File: src/rtl/sfa_pkg.sv
package sfa_pkg;

  localparam int SYM_W       = 12;
  localparam int BYTE_W      = 8;
  localparam int ADDR_W      = 12;
  localparam int DATA_BYTES  = 2048;
  localparam int SPARE_BYTES = 64;
  localparam int MAX_POS     = 1374;
  localparam int LAST_ADDR   = MAX_POS + MAX_POS / 2;

  typedef enum logic [2:0] {
    ST_IDLE,
    ST_PICK,
    ST_RD0,
    ST_WR0,
    ST_RD1,
    ST_WR1,
    ST_FIN
  } seq_state_e;

  typedef struct packed {
    logic              bad;
    logic              two;
    logic [ADDR_W-1:0] addr0;
    logic [BYTE_W-1:0] mask0;
    logic [BYTE_W-1:0] mask1;
  } fix_plan_t;

  // floor(3p/2) written as p + floor(p/2)
  function automatic logic [ADDR_W-1:0] mid_byte(input logic [SYM_W-1:0] pos);
    return pos + {1'b0, pos[SYM_W-1:1]};
  endfunction

  function automatic fix_plan_t plan_pair(input logic [SYM_W-1:0] pos,
                                          input logic [SYM_W-1:0] pat);
    fix_plan_t pl;
    logic [ADDR_W-1:0] mb;
    mb = mid_byte(pos);
    pl = '0;
    if (pos > SYM_W'(MAX_POS)) begin
      pl.bad = 1'b1;
    end else if (pos == '0) begin
      pl.bad   = |pat[SYM_W-1:BYTE_W];
      pl.two   = 1'b0;
      pl.addr0 = '0;
      pl.mask0 = pat[BYTE_W-1:0];
    end else if (pos[0]) begin
      pl.two   = 1'b1;
      pl.addr0 = mb;
      pl.mask0 = pat[SYM_W-1:4];
      pl.mask1 = {pat[3:0], 4'h0};
    end else begin
      pl.two   = 1'b1;
      pl.addr0 = mb - 1'b1;
      pl.mask0 = {4'h0, pat[SYM_W-1:BYTE_W]};
      pl.mask1 = pat[BYTE_W-1:0];
    end
    return pl;
  endfunction

endpackage

File: src/rtl/sfa_sym_map.sv
module sfa_sym_map
  import sfa_pkg::*;
(
  input  logic [SYM_W-1:0] pos,
  input  logic [SYM_W-1:0] pat,
  output fix_plan_t        plan
);

  always_comb begin
    plan = plan_pair(pos, pat);
  end

endmodule

File: src/rtl/sfa_rmw_seq.sv
module sfa_rmw_seq
  import sfa_pkg::*;
#(
  parameter int NPAIR = 4,
  localparam int CNT_W = $clog2(NPAIR + 1)
) (
  input  logic              clk,
  input  logic              rst_n,
  input  logic              accept,
  input  logic [CNT_W-1:0]  n_eff,
  input  fix_plan_t         plan,
  input  logic [BYTE_W-1:0] rdata,
  output logic [CNT_W-1:0]  idx,
  output logic              busy,
  output logic              done,
  output logic              fail,
  output logic              rd_en,
  output logic              wr_en,
  output logic [ADDR_W-1:0] addr,
  output logic [BYTE_W-1:0] wdata
);

  seq_state_e       state_q, state_d;
  logic [CNT_W-1:0] idx_q, idx_d, n_q;
  logic             fail_q, fail_d;
  logic             pair_end;   // last byte of the current pair written
  logic             list_end;   // every requested pair consumed

  assign list_end = (idx_q == n_q);
  assign pair_end = (state_q == ST_WR1) || (state_q == ST_WR0 && !plan.two);

  always_comb begin
    state_d = state_q;
    idx_d   = idx_q;
    fail_d  = fail_q;
    unique case (state_q)
      ST_IDLE: if (accept) begin
        state_d = ST_PICK;
        idx_d   = '0;
        fail_d  = 1'b0;
      end
      ST_PICK: begin
        if (list_end) begin
          state_d = ST_FIN;
        end else if (plan.bad) begin
          fail_d  = 1'b1;
          state_d = ST_FIN;
        end else begin
          state_d = ST_RD0;
        end
      end
      ST_RD0:  state_d = ST_WR0;
      ST_WR0:  state_d = plan.two ? ST_RD1 : ST_PICK;
      ST_RD1:  state_d = ST_WR1;
      ST_WR1:  state_d = ST_PICK;
      ST_FIN:  state_d = ST_IDLE;
      default: state_d = ST_IDLE;
    endcase
    if (pair_end) idx_d = idx_q + 1'b1;
  end

  always_ff @(posedge clk or negedge rst_n) begin
    if (!rst_n) begin
      state_q <= ST_IDLE;
      idx_q   <= '0;
      n_q     <= '0;
      fail_q  <= 1'b0;
    end else begin
      state_q <= state_d;
      idx_q   <= idx_d;
      fail_q  <= fail_d;
      if (accept && state_q == ST_IDLE) n_q <= n_eff;
    end
  end

  always_comb begin
    rd_en = (state_q == ST_RD0) || (state_q == ST_RD1);
    wr_en = (state_q == ST_WR0) || (state_q == ST_WR1);
    addr  = (state_q == ST_RD1 || state_q == ST_WR1) ? plan.addr0 + 1'b1 : plan.addr0;
    wdata = rdata ^ ((state_q == ST_WR1) ? plan.mask1 : plan.mask0);
  end

  assign idx  = idx_q;
  assign busy = (state_q != ST_IDLE);
  assign done = (state_q == ST_FIN);
  assign fail = fail_q;

  AST_RMW_SAME_ADDR: assert property (@(posedge clk) disable iff (!rst_n)
    wr_en |-> ($past(rd_en) && addr == $past(addr)));
  AST_PORT_EXCL: assert property (@(posedge clk) disable iff (!rst_n)
    !(rd_en && wr_en));
  AST_ADDR_SPAN: assert property (@(posedge clk) disable iff (!rst_n)
    (rd_en || wr_en) |-> (addr <= ADDR_W'(LAST_ADDR)));
  AST_DONE_PULSE: assert property (@(posedge clk) disable iff (!rst_n)
    done |=> !done);
  AST_FAIL_FREEZE: assert property (@(posedge clk) disable iff (!rst_n)
    fail_q |-> !wr_en);
  AST_COUNT_BOUND: assert property (@(posedge clk) disable iff (!rst_n)
    busy |-> (idx_q <= n_q));
  AST_NO_BAD_ACCESS: assert property (@(posedge clk) disable iff (!rst_n)
    (state_q == ST_RD0) |-> !plan.bad);

endmodule

File: src/rtl/sym_fix_applier.sv
module sym_fix_applier
  import sfa_pkg::*;
#(
  parameter int NPAIR = 4,
  localparam int CNT_W = $clog2(NPAIR + 1),
  localparam int SEL_W = (NPAIR > 1) ? $clog2(NPAIR) : 1
) (
  input  logic                   clk,
  input  logic                   rst_n,
  input  logic                   start,
  input  logic [CNT_W-1:0]       pair_count,
  input  logic [NPAIR*SYM_W-1:0] sym_pos,
  input  logic [NPAIR*SYM_W-1:0] sym_pat,
  output logic                   busy,
  output logic                   done,
  output logic                   uncorrectable,
  output logic [CNT_W-1:0]       fixed_count,
  output logic                   buf_rd_en,
  output logic                   buf_wr_en,
  output logic [ADDR_W-1:0]      buf_addr,
  output logic [BYTE_W-1:0]      buf_wdata,
  input  logic [BYTE_W-1:0]      buf_rdata
);

  logic             accept;       // start taken while idle
  logic [CNT_W-1:0] n_eff;        // pair count clamped to NPAIR
  logic [CNT_W-1:0] cur_idx;
  logic [SYM_W-1:0] pos_q [NPAIR];
  logic [SYM_W-1:0] pat_q [NPAIR];
  fix_plan_t        plans [NPAIR];
  fix_plan_t        cur_plan;

  assign accept = start && !busy;
  assign n_eff  = (pair_count > CNT_W'(NPAIR)) ? CNT_W'(NPAIR) : pair_count;

  for (genvar gi = 0; gi < NPAIR; gi++) begin : g_pair
    always_ff @(posedge clk or negedge rst_n) begin
      if (!rst_n) begin
        pos_q[gi] <= '0;
        pat_q[gi] <= '0;
      end else if (accept) begin
        pos_q[gi] <= sym_pos[gi*SYM_W +: SYM_W];
        pat_q[gi] <= sym_pat[gi*SYM_W +: SYM_W];
      end
    end

    sfa_sym_map u_map (
      .pos  (pos_q[gi]),
      .pat  (pat_q[gi]),
      .plan (plans[gi])
    );
  end

  always_comb begin
    cur_plan = '0;
    if (cur_idx < CNT_W'(NPAIR)) cur_plan = plans[cur_idx[SEL_W-1:0]];
  end

  sfa_rmw_seq #(.NPAIR(NPAIR)) u_seq (
    .clk   (clk),
    .rst_n (rst_n),
    .accept(accept),
    .n_eff (n_eff),
    .plan  (cur_plan),
    .rdata (buf_rdata),
    .idx   (cur_idx),
    .busy  (busy),
    .done  (done),
    .fail  (uncorrectable),
    .rd_en (buf_rd_en),
    .wr_en (buf_wr_en),
    .addr  (buf_addr),
    .wdata (buf_wdata)
  );

  assign fixed_count = cur_idx;

  AST_BUSY_HOLDS_PAIRS: assert property (@(posedge clk) disable iff (!rst_n)
    (busy && start) |=> $stable(pos_q[0]) && $stable(pat_q[0]));
  AST_COUNT_LIMIT: assert property (@(posedge clk) disable iff (!rst_n)
    fixed_count <= CNT_W'(NPAIR));

endmodule

File: config.mk
export PLATFORM = sky130hd
export DESIGN_NAME = sym_fix_applier
export DESIGN_NICKNAME = d
export VERILOG_FILES = /design/src/rtl/sfa_pkg.sv /design/src/rtl/sfa_sym_map.sv /design/src/rtl/sfa_rmw_seq.sv /design/src/rtl/sym_fix_applier.sv
export SDC_FILE = /design/constraint.sdc
export NUM_CORES = 1
export LEC_CHECK = 0
export BUFFER_PORTS_ARGS = -buffer_cell sky130_fd_sc_hd__buf_2
export CORE_ASPECT_RATIO = 1.4
export CORE_MARGIN = 4
export CORE_UTILIZATION = 53
export DETAILED_ROUTE_END_ITERATION = 8
export PLACE_DENSITY = 0.77
export SYNTH_ARGS = -nofsm -noshare
export SYNTH_HDL_FRONTEND = slang
export SYNTH_HIERARCHICAL = 1
export SYNTH_SLANG_ARGS = --single-unit
File: constraint.sdc
create_clock -name clk -period 4.3 [get_ports clk]
set_input_delay 0.86 -clock clk [delete_from_list [all_inputs] [get_ports clk]]
set_output_delay 0.86 -clock clk [all_outputs]
set_load 0.005 [all_outputs]
[Yosys cells after proc, flatten, opt, wreduce, memory -nomap -nowiden]
Cells that the tools add are included.
Word-level totals
  memory bits (read-only): 0
  output and inout port bits: 28
  bits in latches: 0
  bits in writable memories: 0
  memories kept: 0
  input bits: 110
  bits in registers: 106
  word-level logic and storage cells: 108
Cells by class
  shift-type cells: 0
  eq/ne operators: 10
  reductions and logical operators: 24
  bitwise gates (word level): 2
  magnitude comparators: 7
  $mul: 0
  multiplexer cells: 43
  div/mod/pow operators: 0
  add/sub/neg operators: 10
Operator list (count)
  $mux W29: 4
  $mux W28: 4
  $mux W30: 3
  $mux W21: 4
  $bmux W30 S2: 1
  $add A12 B11 Y12: 4
  $gt A12 B11 Y1 const B: 4
  $logic_not A12 Y1: 4
  $sub A12 B1 Y12 const B: 4
  $mux W8: 5
  $mux W3: 8
  $pmux W3 S6: 1
  $reduce_or A4 Y1: 4
  $add A12 B1 Y12 const B: 1
  $mux W12: 1
  $mux W1: 11
  $eq A3 B3 Y1 const B: 3
  $xor A8 B8 Y8: 1
  $eq A3 B2 Y1 const B: 2
  $reduce_bool A2 Y1: 3
  $logic_or A1 B1 Y1: 4
  $ne A2 B2 Y1 const B: 2
  $reduce_and A4 Y1: 1
  $add A3 B1 Y3 const B: 1
  other kinds (13): 16

[Depth between registers and ports, before layout]
Gate-level depths: netlist of run 1.
  word-level depth: 14
  mapped depth: 16
  depth with buffers taken out: 15

[Modules after synthesis]
Netlist of run 1, hierarchy kept.
By module, submodules not included
  sym_fix_applier: seq. area each 2402.3 sq um, times used 1, area an instance 4566.9 sq um, cells an instance 312
  sfa_sym_map at g_pair[1].u_map ...: seq. area each 0.0 sq um, times used 2, area an instance 1239.9 sq um, cells an instance 178
  sfa_sym_map at g_pair[3].u_map: seq. area each 0.0 sq um, times used 1, area an instance 1282.5 sq um, cells an instance 185
  sfa_sym_map at g_pair[0].u_map: seq. area each 0.0 sq um, times used 1, area an instance 1237.4 sq um, cells an instance 178
  sfa_rmw_seq: seq. area each 250.2 sq um, times used 1, area an instance 965.9 sq um, cells an instance 110

[Least setup slack after synthesis of run 1]
Ideal clock, no wire load.
  path kind: register to output
  from: register pos_q[13] (netlist bit)
  to: output buf_addr[11]
  slack: -0.251 ns
  arrival: 3.691 ns
  stages on the path, launching flop included: 15
  path buffers: 0
  data required time: 3.440 ns
  path through: dfrtp_1 ha_1 fa_1 xor2_1 or4_4 a221o_1 or4_4 nor3_2 nor2_1 nor2_1 mux2i_1 o22ai_1 nand3_1 nor4_1 xor2_1
RTL lines
  start: declaration: RTL line sym_fix_applier.sv:28  | logic [SYM_W-1:0] pos_q [NPAIR];
  start signal: indexed assignment: RTL line sym_fix_applier.sv:42  | pos_q[gi] <= sym_pos[gi*SYM_W +: SYM_W];
  end: declaration: RTL line sym_fix_applier.sv:20  | output logic [ADDR_W-1:0] buf_addr,

==> run_results.csv, run 1 <==
group,metric,value,unit
outcome,outcome,"complete, but fails checks",
outcome,violations,"setup timing",
setup_path,r2r_end,"u_seq/idx[1]",
sta,max_freq,196,MHz
global_routing,grt_pass1_vias,9894,
setup_path,critical_path.reg2reg.startpoint,"pos_q[14]",
detailed_routing,avgRoutedWirePerCell,18.1,um
synthesis,ys_ff_latch,106,
setup_path,crit_path_end_kind,"output port",
synthesis,synth_nets,1345,
synthesis,ys_warn_count,6,
clocking,cts.reportedPaths.clkPinSlew,0.07,ns
floorplanning,rows,60,
floorplanning,ioPinCount,138,
synthesis,synthXorXnorAreaFrac,0.0622,
floorplanning,coreArea,19400,um^2
setup_path,cp_cell_sequence,"ha_4 > fa_2 > xor2_2 > or4_4 > a221o_1 > or4_4 > nor3_4 > nor2_1 > nor2_1 > mux2i_1 > o22ai_2 > nand3_1 > nor4_4 > xor2_1 > buf_2",
final_layout,nets,1611,
sta,slew_violations,0,
worst_hold_path,whs_path_depth,1,
sta,hold_violations,0,
detailed_routing,drt-total-wl,30.0,mm
worst_hold_path,hold_end,"u_seq/n_q[1]",
synthesis,synthSimpleGateAreaFrac,0.157,
final_layout,drive_above_1_share,0.377,
clocking,clockBufferDepth,2,
clocking,clk_latency,0.37,ns
detailed_routing,vias,9654,
synthesis,synth_edf_count,0,
setup_path,crit_type,"reg2out",
floorplanning,die-area,22200,um^2
floorplanning,fp.dieH,175,um
setup_path,cpPeakStageDelay,0.47,ns
placement,port_buffers,137,
synthesis,synthCells,1141,
sta,post-route-period-util,1.19,
detailed_routing,first_pass_iters,5,
clocking,numCtsBuffers,9,
final_layout,fillCellCount,1518,
synthesis,synth_area,10500,um^2
worst_hold_path,min_path_type,"reg2reg",
sta,tightest_slew,0.869,ns
synthesis,synth_seq_area_share,0.252,
setup_path,critPathLaunchType,"flop",
detailed_routing,viasPerCell,5.82,
sta,fin_ws,-0.806,ns
final_layout,diodes,0,
worst_hold_path,worstHoldStart,"u_seq/n_q[1]",
sta,timing.setup.tns,-4.38,ns
global_routing,gr-usage-all-layers,0.264,
final_layout,final_cells,1660,
sta,setup-violations-final,10,
clocking,cts_root_buffer,"clkbuf_16",
synthesis,syn_area_per_cell,9.23,um^2
synthesis,synth_top_family_by_area,"multiplexers",
floorplanning,fp.dieW,127,um
detailed_routing,drc_errors,0,
setup_path,cp.required,3.44,ns
sta,skew,0.0128,ns
global_routing,grt_max_degree,63,
floorplanning,start_util,0.544,
synthesis,synthAdderAreaFrac,0.115,
synthesis,synth_flop_cell,"dfrtp_1",
global_routing,grt_pass1_wl,47.6,mm
setup_path,worstPathMaxFanout,3,
global_routing,grt-ovfl-total,0,
synthesis,synth.area.mux_share,0.213,
setup_path,reg2regPathDepth,17,
setup_path,regToRegSetupSlack,0.87,ns
clocking,cts_tree,"done",
sta,slew-limit-headroom,0.420,
global_routing,antenna_found_initial,0,
synthesis,ys_types,72,
placement,placed_cells,1624,
synthesis,synth_compound_area_frac,0.149,
sta,post-route-min-period,5.11,ns
placement,hpwl,23.3,mm
clocking,cts_htree_levels,3,
synthesis,synthArstFlopShare,1.00,
setup_path,cp.arrival,4.25,ns
final_layout,areaGrowthSynthToFinish,26.0,%
sta,holdWs,0.537,ns
clocking,cts.sinks,106,
sta,rsz0062_at_grt,"yes",
detailed_routing,ant_nets,0,
placement,place_congestion,0.973,
clocking,cts_hold_buf,0,
setup_path,critPathSlowestCell,"or4_4",
job,maxCapViolations,0,
detailed_routing,drt_iter0_markers,654,
registers in the layout, summed over array words and instances, names as in the netlist:
| register | cells |
|---|---|
| pat_q | 48 |
| pos_q | 48 |
| u_seq/idx | 3 |
| u_seq/n_q | 3 |
| u_seq/state_q | 3 |
| u_seq/fail | 1 |
stage by stage:
step           worst slack, ns  utilization  instance area (um^2)
5_1_grt                 -0.948        0.685                 13300
3_5_place_dp            -0.272        0.644                 12500
2_1_floorplan          -0.0155            -                 10600
4_1_cts                 -0.645        0.667                 12900
6_report                -0.806        0.685                 13300
3_3_place_gp            -0.237        0.644                 12500
cell families (layout without fill, tap and decap cells):
family | count (synthesis) | in the layout
buffers and inverters | 126 | 397
DFF | 106 | 106
xor gates and xnor gates | 74 | 74
muxes | 201 | 201
and+or+nand+nor | 304 | 304
adders and majority gates | 94 | 94
AOI/OAI and AO/OA | 236 | 236
final cells by class:
type / instances / area [um^2] / area share
inverter: 75 / 282 / 0.0212
clock inverter: 6 / 72.6 / 0.00547
sequential: 106 / 2670 / 0.201
multi-input combinational: 909 / 7710 / 0.581
timing repair buffer: 306 / 1990 / 0.150
tap: 248 / 310 / 0.0234
clock buffer: 10 / 239 / 0.0180
how the worst max path moves through the flow:
stage                         start  slack, ns  cells past startpoint           end
after CTS                 pos_q[13]      -0.64                     14  buf_addr[11]
after floorplan           pos_q[13]      -0.02                     14  buf_addr[11]
final                     pos_q[13]      -0.81                     15  buf_addr[11]
after detailed placement  pos_q[13]      -0.27                     14  buf_addr[11]
after global placement    pos_q[13]      -0.24                     15  buf_addr[11]
after global routing      pos_q[13]      -0.95                     15  buf_addr[11]
what timing repair did:
item / 4_1_cts / 5_1_grt
pin swaps: 7 / 30
setup endpoints to repair: 14 / 19
resized for setup: 16 / 57
buffers inserted: 4 / 18
routing by layer:
layer	track usage	part of all wire	wire length [um]	up-vias
li1	-	-	-	4693
met1	0.274	0.37	11000	4619
met2	0.513	0.55	16600	248
met3	0.0306	0.032	948	94
met4	0.129	0.051	1520	0
met5	0	0	0	-
placed cells by master, fill, tap and decap left out, types with 5 or more instances in the layout:
cell,n
o22ai_2,8
xnor2_1,38
a211oi_1,27
and2_1,9
dfrtp_2,8
and3_1,8
o21a_1,5
or4_4,7
ha_1,81
dfrtp_1,97
mux2_2,71
inv_1,71
xor2_1,32
a221o_1,5
nor4_4,5
nand2b_1,7
nor3b_1,9
nor2_2,5
nor2_1,78
o31ai_1,7
mux2i_1,98
or2_2,7
o22ai_1,23
a21o_1,8
o211ai_1,22
nand2_1,51
nor3_1,16
ha_2,7
buf_4,163
a21oi_2,5
nor4_1,10
mux2_4,29
nand3_1,32
a21oi_1,64
clkbuf_16,9
buf_2,136
o21ai_1,7
o21ai_0,15
buf_6,6
or3_1,10
worst max-delay path, delay by kind of cell, from the launching register on:
kind            cells  cell delay [ns]
compound gates      2             0.56
xor+xnor            2             0.43
fa+ha+maj           2             0.60
buf+inv             1             0.17
flops               1             0.44
mux                 1             0.11
simple gates        7             1.57
Yosys cell counts (22+ instances only):
cell type,n,share of area
mux2_4,29,0.041
ha_1,90,0.11
inv_1,71,0.025
nor2_1,82,0.029
nand2_1,54,0.019
a211oi_1,28,0.020
xor2_1,35,0.029
clkbuf_1,26,0.0093
xnor2_1,38,0.032
nand3_1,34,0.016
mux2i_1,101,0.096
mux2_2,71,0.076
o211ai_1,22,0.016
o22ai_1,31,0.018
dfrtp_1,106,0.25
a21oi_1,69,0.033
Power of run 1 is not shown: default switching activity piles up to over one toggle a cycle in this logic, so the estimate is an artifact.
==> inputs of run 2 (changes only) <==
--- a/config.mk
+++ b/config.mk
@@ -11,6 +11,7 @@
 export CORE_UTILIZATION = 53
 export DETAILED_ROUTE_END_ITERATION = 8
 export PLACE_DENSITY = 0.77
+export SETUP_SLACK_MARGIN = 0.5
 export SYNTH_ARGS = -nofsm -noshare
 export SYNTH_HDL_FRONTEND = slang
 export SYNTH_HIERARCHICAL = 1
==> run_results.csv, run 2 (same netlist as run 1, synthesis figures left out) <==
group,metric,value,unit
clocking,cts.reportedPaths.clkPinSlew,0.07,ns
detailed_routing,drt_iter0_markers,566,
global_routing,antenna_found_initial,0,
floorplanning,die-area,22200,um^2
placement,hpwl,23.2,mm
final_layout,fin_area,13300,um^2
global_routing,grt_max_degree,98,
setup_path,crit_family,"simple AND/OR/NAND/NOR gates",
final_layout,final_cell_mix,"buf_4, buf_2, dfrtp_1",
sta,post-route-period-util,1.16,
sta,post-route-min-period,4.97,ns
floorplanning,rows,60,
setup_path,cpPeakStageDelay,0.47,ns
final_layout,reg.largest.list,"pat_q (48), pos_q (48)",
floorplanning,coreArea,19400,um^2
clocking,cts_root_buffer,"clkbuf_16",
setup_path,cp_cell_sequence,"ha_4 > fa_2 > xor2_1 > or4_4 > a221o_1 > or4_4 > nor3_4 > xnor2_1 > nor2_1 > mux2i_1 > o22ai_1 > nand3_1 > nor4_2 > xor2_1 > buf_2",
clocking,cts_hold_buf,0,
outcome,outcome,"complete, but fails checks",
sta,tightest_slew,0.731,ns
global_routing,grt_pass1_vias,9775,
detailed_routing,viasPerCell,5.86,
setup_path,worstPathMaxFanout,3,
floorplanning,fp.dieH,175,um
placement,port_buffers,137,
setup_path,cp.arrival,4.11,ns
global_routing,gr-usage-all-layers,0.264,
final_layout,areaGrowthSynthToFinish,25.9,%
setup_path,crit_type,"reg2out",
sta,hold_violations,0,
final_layout,diodes,0,
sta,setup-violations-final,16,
global_routing,grt_pass1_wl,47.9,mm
final_layout,drive_above_1_share,0.371,
sta,max_freq,201,MHz
detailed_routing,avgRoutedWirePerCell,18.0,um
sta,skew,0.0117,ns
clocking,cts_htree_levels,3,
placement,post_dp_cell_area,12600,um^2
clocking,clockBufferDepth,2,
clocking,clk_latency,0.36,ns
sta,slew-limit-headroom,0.511,
final_layout,final_common_cell,"buf_4",
sta,rsz0062_at_grt,"yes",
sta,slew_violations,0,
setup_path,crit_path_end_kind,"output port",
clocking,numCtsBuffers,9,
global_routing,grt-ovfl-total,0,
worst_hold_path,min_path_type,"in2async",
setup_path,startpoint,"pos_q[13]",
detailed_routing,ant_nets,0,
final_layout,nets,1606,
sta,fin_ws,-0.669,ns
setup_path,cp.buffers_inverters,1,
outcome,violations,"setup timing",
setup_path,critPathSlowestCell,"or4_4",
clocking,cts.sinks,106,
job,maxCapViolations,0,
clocking,cts_tree,"done",
detailed_routing,drc_errors,0,
detailed_routing,drt-total-wl,29.8,mm
detailed_routing,first_pass_iters,7,
floorplanning,ioPinCount,138,
floorplanning,fp.dieW,127,um
setup_path,critPathLaunchType,"flop",
floorplanning,start_util,0.544,
setup_path,critical_path.reg2reg.startpoint,"pos_q[26]",
final_layout,fillCellCount,1557,
setup_path,cp.required,3.44,ns
placement,place_congestion,0.915,
detailed_routing,vias,9696,
## run 2: cell types whose count changed in the layout (fill, tap and decap cells not counted), moves of 4 or more
cell and change:
buf_4 -9, ha_2 -5, a21oi_1 +4, a21oi_2 -4
## run 2: area by class of cell
class	count	area [um^2]	share of cell area
Tap cell	248	310	0.0234
Clock inverter	7	73.8	0.00557
Timing Repair Buffer	301	1990	0.150
Inverter	75	282	0.0212
Sequential cell	106	2670	0.201
Clock buffer	9	225	0.0170
Multi-Input combinational cell	909	7720	0.582
## run 2: layer usage
metal | track usage | share of wire
met2 | 0.508 | 0.54
met4 | 0.128 | 0.053
met3 | 0.0281 | 0.036
met5 | 0 | 0
met1 | 0.283 | 0.37
## run 2: what timing repair did
action                     in CTS  in global routing
setup buffers                  11                  6
pin swaps                      47                 14
gates resized for setup        51                 11
setup endpoints to repair      20                 20
## run 2: final timing paths
path	endpoint	slack, ns	cells after the start
hold / removal	pos_q[45]	0.50	1
setup / recovery	buf_addr[11]	-0.67	15
setup reg to reg	u_seq/idx[1]	0.88	18
min in group clk	u_seq/n_q[0]	0.53	1
max in group asynchronous	pos_q[1]	3.04	2
hold reg to reg	u_seq/n_q[0]	0.53	1
## run 2: metrics by stage
step	worst slack, ns	utilization	TNS [ns]	std cells	hold WS (ns)
floorplan	-0.0124	-	-0.0124	1141	0.502
global placement	-0.226	0.649	-0.762	1622	0.512
detailed placement	-0.293	0.649	-1.22	1622	0.518
CTS	-0.674	0.680	-3.91	1649	0.517
global route	-0.837	0.685	-7.82	1655	0.539
finish	-0.669	0.685	-4.70	1655	0.496
Power of run 2 is left out for the same reason.
